## src/rtl/tmr8_pkg.sv

```systemverilog
package tmr8_pkg;

  typedef enum logic [1:0] {
    M_FREE = 2'b00,
    M_DOWN = 2'b01,
    M_MOD  = 2'b10,
    M_UPDN = 2'b11
  } cnt_mode_e;

  typedef enum logic [1:0] {
    A_SET  = 2'b00,
    A_CLR  = 2'b01,
    A_TGL  = 2'b10,
    A_HOLD = 2'b11
  } cmp_act_e;

endpackage

```

## src/rtl/tmr8_prescale.sv

```systemverilog
module tmr8_prescale #(
  parameter int SELW = 3
) (
  input  logic            clk_i,
  input  logic            rst_n,
  input  logic            tick_en_i,
  input  logic            run_i,
  input  logic            clr_i,
  input  logic [SELW-1:0] div_sel_i,
  output logic            act_o
);
  localparam int PCW = (1 << SELW) - 1;

  logic [PCW-1:0] pcnt_q, pcnt_d;
  logic [PCW-1:0] pmask;
  logic           pcnt_en;

  // all-ones low n bits mark the last tick of a divided period
  assign pmask = (PCW'(1) << div_sel_i) - PCW'(1);
  assign act_o = tick_en_i & run_i & ~clr_i & ((pcnt_q & pmask) == pmask);

  always_comb begin
    pcnt_en = 1'b0;
    pcnt_d  = pcnt_q;
    if (clr_i || !run_i) begin
      pcnt_en = 1'b1;
      pcnt_d  = '0;
    end else if (tick_en_i) begin
      pcnt_en = 1'b1;
      pcnt_d  = pcnt_q + PCW'(1);
    end
  end

  always_ff @(posedge clk_i or negedge rst_n) begin
    if (!rst_n)       pcnt_q <= '0;
    else if (pcnt_en) pcnt_q <= pcnt_d;
  end

endmodule

```

## src/rtl/tmr8_core.sv

```systemverilog
module tmr8_core
  import tmr8_pkg::*;
#(
  parameter int CW = 8
) (
  input  logic          clk_i,
  input  logic          rst_n,
  input  logic          act_i,
  input  logic          start_i,
  input  logic          clr_i,
  input  cnt_mode_e     mode_i,
  input  logic [CW-1:0] period_i,
  output logic [CW-1:0] cnt_o,
  output logic [CW-1:0] cnt_nxt_o,
  output logic          ovf_now_o,
  output logic          ovf_flag_o
);
  localparam logic [CW-1:0] ONE  = CW'(1);
  localparam logic [CW-1:0] ZERO = '0;
  localparam logic [CW-1:0] TOP  = '1;

  logic [CW-1:0] cnt_q, cnt_d;
  logic          up_q, up_d;
  logic          ovf_q, ovf_d;

  always_comb begin
    cnt_d = cnt_q;
    up_d  = up_q;
    ovf_d = 1'b0;
    if (clr_i) begin
      cnt_d = ZERO;
      up_d  = 1'b1;
    end else if (start_i && mode_i == M_DOWN) begin
      cnt_d = period_i;
    end else if (act_i) begin
      case (mode_i)
        M_FREE: begin
          cnt_d = cnt_q + ONE;
          ovf_d = (cnt_q == TOP - ONE);
        end
        M_DOWN: begin
          if (cnt_q != ZERO) begin
            cnt_d = cnt_q - ONE;
            ovf_d = (cnt_q == ONE);
          end
        end
        M_MOD: begin
          if (cnt_q == period_i) begin
            cnt_d = ZERO;
            ovf_d = 1'b1;
          end else begin
            cnt_d = cnt_q + ONE;
          end
        end
        M_UPDN: begin
          if (up_q && cnt_q < period_i) begin
            cnt_d = cnt_q + ONE;
            up_d  = ((cnt_q + ONE) != period_i);
          end else begin
            // falling ramp, or period lowered below the count
            if (cnt_q != ZERO) cnt_d = cnt_q - ONE;
            up_d  = (cnt_q <= ONE);
            ovf_d = (cnt_q == ONE);
          end
        end
      endcase
    end
  end

  always_ff @(posedge clk_i or negedge rst_n) begin
    if (!rst_n) begin
      cnt_q <= '0;
      up_q  <= 1'b1;
      ovf_q <= 1'b0;
    end else begin
      cnt_q <= cnt_d;
      up_q  <= up_d;
      ovf_q <= ovf_d;
    end
  end

  assign cnt_o      = cnt_q;
  assign cnt_nxt_o  = cnt_d;
  assign ovf_now_o  = ovf_d;
  assign ovf_flag_o = ovf_q;

endmodule

```

## src/rtl/tmr8_cmp_ch.sv

```systemverilog
module tmr8_cmp_ch
  import tmr8_pkg::*;
#(
  parameter int CW = 8
) (
  input  logic          clk_i,
  input  logic          rst_n,
  input  logic          act_i,
  input  logic [CW-1:0] cnt_nxt_i,
  input  logic [CW-1:0] cmp_val_i,
  input  cmp_act_e      action_i,
  output logic          hit_now_o,
  output logic          hit_o,
  output logic          pin_o
);
  logic pin_q, pin_d;
  logic hit_q;

  assign hit_now_o = act_i & (cnt_nxt_i == cmp_val_i);

  always_comb begin
    pin_d = pin_q;
    if (hit_now_o) begin
      case (action_i)
        A_SET:  pin_d = 1'b1;
        A_CLR:  pin_d = 1'b0;
        A_TGL:  pin_d = ~pin_q;
        A_HOLD: pin_d = pin_q;
      endcase
    end
  end

  always_ff @(posedge clk_i or negedge rst_n) begin
    if (!rst_n) begin
      pin_q <= 1'b0;
      hit_q <= 1'b0;
    end else begin
      pin_q <= pin_d;
      hit_q <= hit_now_o;
    end
  end

  assign pin_o = pin_q;
  assign hit_o = hit_q;

endmodule

```

## src/rtl/tmr8_evt.sv

```systemverilog
module tmr8_evt #(
  parameter int NCH = 2
) (
  input  logic           clk_i,
  input  logic           rst_n,
  input  logic           ovf_now_i,
  input  logic [NCH-1:0] hit_now_i,
  input  logic           ovf_flag_i,
  input  logic [NCH-1:0] cmp_flag_i,
  input  logic           ovf_mask_i,
  input  logic [NCH-1:0] cmp_mask_i,
  output logic           irq_o,
  output logic           dma_o
);
  logic dma_q, dma_d;

  assign dma_d = ovf_now_i | (|hit_now_i);
  assign irq_o = (ovf_flag_i & ovf_mask_i) | (|(cmp_flag_i & cmp_mask_i));

  always_ff @(posedge clk_i or negedge rst_n) begin
    if (!rst_n) dma_q <= 1'b0;
    else        dma_q <= dma_d;
  end

  assign dma_o = dma_q;

endmodule

```

## src/rtl/tmr8_multimode.sv

```systemverilog
module tmr8_multimode
  import tmr8_pkg::*;
#(
  parameter int CW   = 8,
  parameter int SELW = 3,
  parameter int NCH  = 2
) (
  input  logic                     clk_i,
  input  logic                     rst_n_i,
  input  logic                     tick_en_i,
  input  logic                     run_i,
  input  logic                     clr_i,
  input  logic [1:0]               mode_i,
  input  logic [SELW-1:0]          div_sel_i,
  input  logic [CW-1:0]            period_i,
  input  logic [NCH-1:0][CW-1:0]   cmp_val_i,
  input  logic [NCH-1:0][1:0]      cmp_act_i,
  input  logic                     ovf_mask_i,
  input  logic [NCH-1:0]           cmp_mask_i,
  output logic [CW-1:0]            count_o,
  output logic [NCH-1:0]           cmp_out_o,
  output logic                     ovf_flag_o,
  output logic [NCH-1:0]           cmp_flag_o,
  output logic                     irq_o,
  output logic                     dma_trig_o
);
  logic [1:0]     rsync_q;
  logic           rst_n;
  logic           run_q;
  logic           start;
  logic           act;
  logic [CW-1:0]  cnt_nxt;
  logic           ovf_now;
  logic [NCH-1:0] hit_now;

  // asynchronous assertion, synchronous release
  always_ff @(posedge clk_i or negedge rst_n_i) begin
    if (!rst_n_i) rsync_q <= 2'b00;
    else          rsync_q <= {rsync_q[0], 1'b1};
  end
  assign rst_n = rsync_q[1];

  always_ff @(posedge clk_i or negedge rst_n) begin
    if (!rst_n) run_q <= 1'b0;
    else        run_q <= run_i;
  end
  assign start = run_i & ~run_q;

  tmr8_prescale #(.SELW(SELW)) u_pre (
    .clk_i     (clk_i),
    .rst_n     (rst_n),
    .tick_en_i (tick_en_i),
    .run_i     (run_i),
    .clr_i     (clr_i),
    .div_sel_i (div_sel_i),
    .act_o     (act)
  );

  tmr8_core #(.CW(CW)) u_core (
    .clk_i      (clk_i),
    .rst_n      (rst_n),
    .act_i      (act),
    .start_i    (start),
    .clr_i      (clr_i),
    .mode_i     (cnt_mode_e'(mode_i)),
    .period_i   (period_i),
    .cnt_o      (count_o),
    .cnt_nxt_o  (cnt_nxt),
    .ovf_now_o  (ovf_now),
    .ovf_flag_o (ovf_flag_o)
  );

  for (genvar g = 0; g < NCH; g++) begin : g_ch
    tmr8_cmp_ch #(.CW(CW)) u_ch (
      .clk_i     (clk_i),
      .rst_n     (rst_n),
      .act_i     (act),
      .cnt_nxt_i (cnt_nxt),
      .cmp_val_i (cmp_val_i[g]),
      .action_i  (cmp_act_e'(cmp_act_i[g])),
      .hit_now_o (hit_now[g]),
      .hit_o     (cmp_flag_o[g]),
      .pin_o     (cmp_out_o[g])
    );
  end

  tmr8_evt #(.NCH(NCH)) u_evt (
    .clk_i      (clk_i),
    .rst_n      (rst_n),
    .ovf_now_i  (ovf_now),
    .hit_now_i  (hit_now),
    .ovf_flag_i (ovf_flag_o),
    .cmp_flag_i (cmp_flag_o),
    .ovf_mask_i (ovf_mask_i),
    .cmp_mask_i (cmp_mask_i),
    .irq_o      (irq_o),
    .dma_o      (dma_trig_o)
  );

endmodule

```

## config.mk

```make
export PLATFORM = sky130hd
export DESIGN_NAME = tmr8_multimode
export DESIGN_NICKNAME = d
export VERILOG_FILES = /design/src/rtl/tmr8_pkg.sv /design/src/rtl/tmr8_prescale.sv /design/src/rtl/tmr8_core.sv /design/src/rtl/tmr8_cmp_ch.sv /design/src/rtl/tmr8_evt.sv /design/src/rtl/tmr8_multimode.sv
export SDC_FILE = /design/constraint.sdc
export NUM_CORES = 1
export LEC_CHECK = 0
export BUFFER_PORTS_ARGS = -buffer_cell sky130_fd_sc_hd__buf_2
export CORE_MARGIN = 10
export CORE_UTILIZATION = 51
export DETAILED_ROUTE_END_ITERATION = 6
export MAX_ROUTING_LAYER = met4
export PLACE_DENSITY = 0.78
export SETUP_SLACK_MARGIN = 0.15
export SYNTH_ARGS = -nofsm -noshare
export SYNTH_HDL_FRONTEND = slang
export SYNTH_SLANG_ARGS = --single-unit
export TNS_END_PERCENT = 10
```

## constraint.sdc

```tcl
create_clock -name clk_i -period 0.8 [get_ports clk_i]
set_input_delay 0.08 -clock clk_i [delete_from_list [all_inputs] [get_ports clk_i]]
set_output_delay 0.08 -clock clk_i [all_outputs]
set_load 0.005 [all_outputs]
```

# After elaboration in Yosys (flattened, before gate mapping)
# Cells that the tools add are included.
# totals
ff_bits,25
input_bits,41
wordCells,94
# classes
add_sub_neg,4
magnitude_cmp,2
bitwise_logic,17
eq_ne,17
n_shift,1
n_mux,25
reduce_logical,17
# ops
op,count
2-to-1 mux 8 bit,6
one-hot mux 8 bit (4 select lines),1
== test 8 bit,3
2-to-1 mux 7 bit,2
2-to-1 mux 1 bit,13
"== test 2 bit, second input constant",6
"adder 8 x 1 -> 8 bit, second input constant",1
"== test 8 x 1 -> 1 bit, second input constant",1
"== test 8 bit, second input constant",1
"less-or-equal comparator 8 x 1 -> 1 bit, second input constant",1
less-than comparator 8 bit,1
!= test 8 bit,1
nonzero test 8 bit,1
"subtractor 8 x 1 -> 8 bit, second input constant",1
"adder 7 x 1 -> 7 bit, second input constant",1
bitwise AND 1 bit,7
bitwise AND 7 bit,1
== test 7 bit,1
"<< shifter 1 x 3 -> 7 bit, first input constant",1
"subtractor 7 x 2 -> 7 bit, second input constant",1
"== test 2 x 1 -> 1 bit, second input constant",3
logical NOT 2 bit,3
NOT 1 bit,6
one-hot mux 1 bit (3 select lines),2
11 further kinds,18

# Logic depth before layout (Yosys ltp)
# depth
ltp_word,12
mapped_depth,15

# By module
# Synthesis repeated with hierarchy kept, for this count alone.
# hier_totals
hier_cells,269
area_unflattened_um2,2293.4
# modules_own_cells
module,instances,area_per_inst_um2,cells_each
tmr8_core,1,1392.6,180
tmr8_prescale,1,395.4,42
tmr8_cmp_ch,2,183.9,19
tmr8_multimode,1,92.6,5
tmr8_evt,1,45.0,4

# Worst setup path before layout
# No wires, ideal clock.
# synth_path
path_type,register to register
from,register u_core.cnt_q[0] (netlist: u_core.cnt_o[0])
to,register u_evt.dma_q (netlist: u_evt.dma_o)
arrival_ns,3.184
stages_incl_launch_ff,14
n_path_buf,1
synth_period_minus_slack_ns,3.315
setup_slack_ns,-2.515
required_ns,0.669
path_cell_list,dfrtp_1 -> clkbuf_1 -> inv_1 -> ha_1 -> nor2b_1 -> o211ai_1 -> a21oi_2 -> o211ai_1 -> or3_1 -> o211a_2 -> or3_1 -> a21oi_2 -> nor4_2 -> or3_1
# synth_via
elab_chain_len,11
elab_cells_between_ends,28
# synth_rtl
element,line,rtl
"start, declared",tmr8_core.sv:22,"logic [CW-1:0] cnt_q, cnt_d;"
"start signal, assigned",tmr8_core.sv:76,cnt_q <= cnt_d;
"subtractor 8 x 1 -> 8 bit, or another cell as far along","tmr8_core.sv:43, tmr8_core.sv:61",
2-to-1 mux 8 bit or logical AND 1 bit (tied branches),"tmr8_core.sv:42, tmr8_core.sv:61, tmr8_core.sv:56",
2-to-1 mux 8 bit,tmr8_core.sv:56,if (up_q && cnt_q < period_i) begin
one-hot mux 8 bit (4 select lines),tmr8_core.sv:36,case (mode_i)
2-to-1 mux 8 bit *,tmr8_core.sv:35,end else if (act_i) begin
2-to-1 mux 8 bit *,tmr8_core.sv:33,end else if (start_i && mode_i == M_DOWN) begin
2-to-1 mux 8 bit *,tmr8_core.sv:30,if (clr_i) begin
== test 8 bit *,tmr8_cmp_ch.sv:19,assign hit_now_o = act_i & (cnt_nxt_i == cmp_val_i);
bitwise AND 1 bit *,tmr8_cmp_ch.sv:19,
via g_ch[0].u_ch.hit_now_o,tmr8_cmp_ch.sv:12,"output logic hit_now_o,"
OR reduction 2 bit *,tmr8_evt.sv:17,assign dma_d = ovf_now_i | (|hit_now_i);
bitwise OR 1 bit *,tmr8_evt.sv:17,
via u_evt.dma_d,tmr8_evt.sv:15,"logic dma_q, dma_d;"
"end signal, assigned",tmr8_evt.sv:22,else dma_q <= dma_d;
"end, declared",tmr8_evt.sv:15,
# Mark *: on every way through the listed nets, which the timed path passes. The rest lies on a longest branch.
# A chain may end at the register's enable or synchronous reset.

# Worst setup path in the final report
# layout_path
from,register u_core.cnt_q[1] (netlist: u_core.cnt_o[1])
to,register g_ch[0].u_ch.pin_q
# layout_via
elab_chain_len,10
elab_cells_between_ends,16
# layout_rtl
element,line,rtl
"subtractor 8 x 1 -> 8 bit, or another cell as far along","tmr8_core.sv:43, tmr8_core.sv:61",
2-to-1 mux 8 bit or logical AND 1 bit (tied branches),"tmr8_core.sv:42, tmr8_core.sv:61, tmr8_core.sv:56",
2-to-1 mux 8 bit,tmr8_core.sv:56,
one-hot mux 8 bit (4 select lines),tmr8_core.sv:36,
2-to-1 mux 8 bit *,tmr8_core.sv:35,
2-to-1 mux 8 bit *,tmr8_core.sv:33,
2-to-1 mux 8 bit *,tmr8_core.sv:30,
== test 8 bit *,tmr8_cmp_ch.sv:19,
bitwise AND 1 bit *,tmr8_cmp_ch.sv:19,
via g_ch[0].u_ch.hit_now_o,tmr8_cmp_ch.sv:12,
AND reduction 2 bit (no source line) *,--,
"end signal, assigned",tmr8_cmp_ch.sv:38,pin_q <= pin_d;
"end, declared",tmr8_cmp_ch.sv:16,"logic pin_q, pin_d;"
# Marks and branches as above.

==> impl_metrics.toml <==
[placed_design]
globalplace.congestion = 1.03
place_inst = 588
portBuffers = 55
hpwl_um = 9090

[finish]
area_growth_pct = 67.7
mostFrequentLayoutCells = "buf_4, buf_2, inv_1"
final_cells = 611
final_layout_size_suffix_gt1_share_pct = 50.3
insertedDiodeCount = 0
final_common_cell = "buf_4"
nNetsFinal = 598

[synthesis]
synth_seq_cells = 25
syn_inst = 355
netlist_area_sq_um = 2780
seq_area_frac_synth_pct = 22.6
ys_types = 65
ys_warn_count = 0
synth_edf_count = 0
postSynthAreaPerCell_sq_um = 7.82
synthFlopType = "dfrtp_1"
synthArstFlopShare_pct = 100
synth_top_area_share_pct = 21.6
synth_nets = 411
synth_area_leaders = "dfrtp_1, ha_1, xnor2_1"
synth_top_area_cell = "dfrtp_1"

[global_routing]
grt_pass1_vias = 3695
antenna_found_initial = 0
grt_overflow = 0
grt_usage_pct = 26.5
grt_pass1_wl_um = 18400
grt_max_degree = 24
busiest_layer = "met2"
use_met1_pct = 32.7
grtUsageMet3_pct = 4.40
met2_usage_pct = 42.9

[sta]
max_freq_mhz = 307
hold_violations = 0
setup_ws_ps = -2460
rsz0062_at_grt = "yes"
finalSetupViolations = 37
hold_ws_ps = 46.2
tightest_slew_ps = 756
slew_viol_final = 0
max-slew-margin-rel_pct = 48.8
min_period_over_period_pct = 407
fin_crit_ps = 3260
skew_ps = 3.06

[setup_path]
critPathLaunchType = "register"
critPathMaxStageDelay_ps = 660
cp.arrival_ps = 3420
cp_cell_sequence = "buf_4 > or4_1 > or2_1 > nor2_2 > nand3_1 > o22ai_2 > nor3_2 > nand2_1 > o2111ai_4 > nor4_4 > buf_4 > a2bb2oi_2"
critPathMostFrequentCell = "buf_4"
endpoint_kind = "register"
critPathTopFamily = "simple AND/OR/NAND/NOR gates"
r2r_slack_ps = -2460
crit_buf_inv = 2
r2r-start = "u_core.cnt_o[1]"
crit_path_top_delay_cell = "or4_1"
crit_required_ps = 960
rr_worst_depth = 12
worstSetupPathType = "reg2reg"
reg2reg_to = "g_ch[0].u_ch.pin_o"
crit_fanout = 9

[min_path]
min_to = "run_q"
holdCritStartpoint = "run_i"
hold_depth = 2
hold_class = "in2reg"

[die]
rows = 26
fp.dieW_um = 93.8
start_util_pct = 53.3
die-area_sq_um = 8790
io_pins = 56
die_height_um = 93.8
core_sq_um = 5200

[clock_tree]
clock-sinks = 25
max-clock-path-buffers = 2
cts.clk_slew.worst_paths_ps = 90
clk_latency_ps = 270
cts-root-buf = "clkbuf_8"
htreeDepth = 1
cts_tree = "yes"
cts_made_buffers = 3

[run_status]
status = "finished, violations left"
violations = "design-rule violations, negative setup slack"

[power_and_ir_drop]
cellPowerDensity_nw_per_um2 = 867
ir_drop_mv = 0.819
power_leakage_nw = 2.20
total_power_mw = 4.04

[drt]
drt_wl_total_um = 14100
drtIter0Drc = 666
drc_errors = 23
first_pass_iters = 7
via_per_inst = 6.81
vias = 4160
wl_per_cell_um = 23.1
drtAntennaViolNets = 0

[job]
drv_cap = 0
==> through the flow <==
stage	TNS, ps	cell area [sq um]	util (%)	setup WS (ps)
finish	-35020	4650	89.4	-2460
global route	-36920	4650	89.4	-2590
CTS	-30960	4310	82.9	-2190
detailed placement	-32680	4040	77.6	-2490
global placement	-30630	4040	77.6	-2380
floorplan	-24830	2810	-	-2240
==> registers in the layout, summed over array words and instances, names as in the netlist <==
signal             count
run_q                  1
u_core.up_q            1
u_evt.dma_o            1
rsync_q                2
g_ch.u_ch.pin_o        2
u_core.ovf_flag_o      1
u_pre.pcnt_q           7
g_ch.u_ch.hit_o        2
u_core.cnt_o           8
==> cell type report <==
class                      instances  area, sq um
multi-input combinational        281         2300
timing repair buffer             202         1480
sequential                        25          631
fill                             253          551
inverter                          29          114
tap                               70         87.6
clock buffer                       3         41.3
clock inverter                     1         5.00
==> metal layers <==
| metal | part of all wire (%) | up-vias |
|---|---|---|
| met5 | 0 | - |
| met4 | 7.1 | 0 |
| met3 | 13 | 145 |
| met2 | 45 | 424 |
| met1 | 35 | 1896 |
| li1 | - | 1695 |
==> cell families after synthesis <==
kind of cell	after synthesis	synth area share (%)
AND/OR/NAND/NOR	131	25.0
AO/OA/AOI/OAI	103	27.8
adder cells (fa/ha/maj)	15	6.76
buffers and inverters	49	7.48
multiplexers	6	2.30
flip-flops	25	22.6
other	1	0.135
XOR/XNOR	25	7.89
==> cell usage after synthesis (3+ instances only) <==
library cell and instances:
nand3_1 17, and3_1 7, nand2b_1 5, o21ai_1 3
dfrtp_1 24, a2bb2oi_1 3, buf_2 4, mux2_2 3
nor4_1 4, nor3_1 9, a32oi_1 3, o22ai_1 7
buf_4 5, nor2b_1 4, a2111oi_0 3, nor2_1 30
inv_1 29, xor2_1 12, ha_1 15, nor3b_1 3
o2111ai_1 5, or3_1 6, nand2_1 22, a21oi_2 3
mux2i_1 3, a31oi_1 5, clkbuf_1 11, and2_1 4
o21a_1 3, nand4_1 8, xnor2_1 13, a222oi_1 3
o21ai_0 16, o211ai_1 6, or4_1 3, a21oi_1 16
==> worst max path at each step <==
stage | start | end | slack, ps | cells past startpoint
after floorplan | u_core.cnt_o[0] | u_evt.dma_o | -2240 | 13
after global placement | div_sel_i[2] | g_ch[0].u_ch.pin_o | -2380 | 14
after detailed placement | div_sel_i[2] | g_ch[0].u_ch.pin_o | -2490 | 14
after CTS | u_core.cnt_o[1] | u_evt.dma_o | -2190 | 12
after global routing | u_core.cnt_o[1] | g_ch[0].u_ch.pin_o | -2590 | 15
final | u_core.cnt_o[1] | g_ch[0].u_ch.pin_o | -2460 | 12
==> timing repair <==
| item | 4_1_cts | 5_1_grt |
|---|---|---|
| gates cloned | 0 | 0 |
| hold endpoints to repair | 2 | 0 |
| setup buffers | 6 | 12 |
| setup endpoints to repair | 37 | 37 |
| hold buffers | 1 | 0 |
| resized for setup | 39 | 43 |
| pin swaps | 19 | 29 |
==> power breakdown <==
group / switching, mW / internal [mW]
registers: 0.0284 / 1.29
clock network: 0.424 / 0.349
logic: 1.03 / 0.913
total: 1.49 / 2.55
Note: power is estimated with default switching activity, not from simulation.
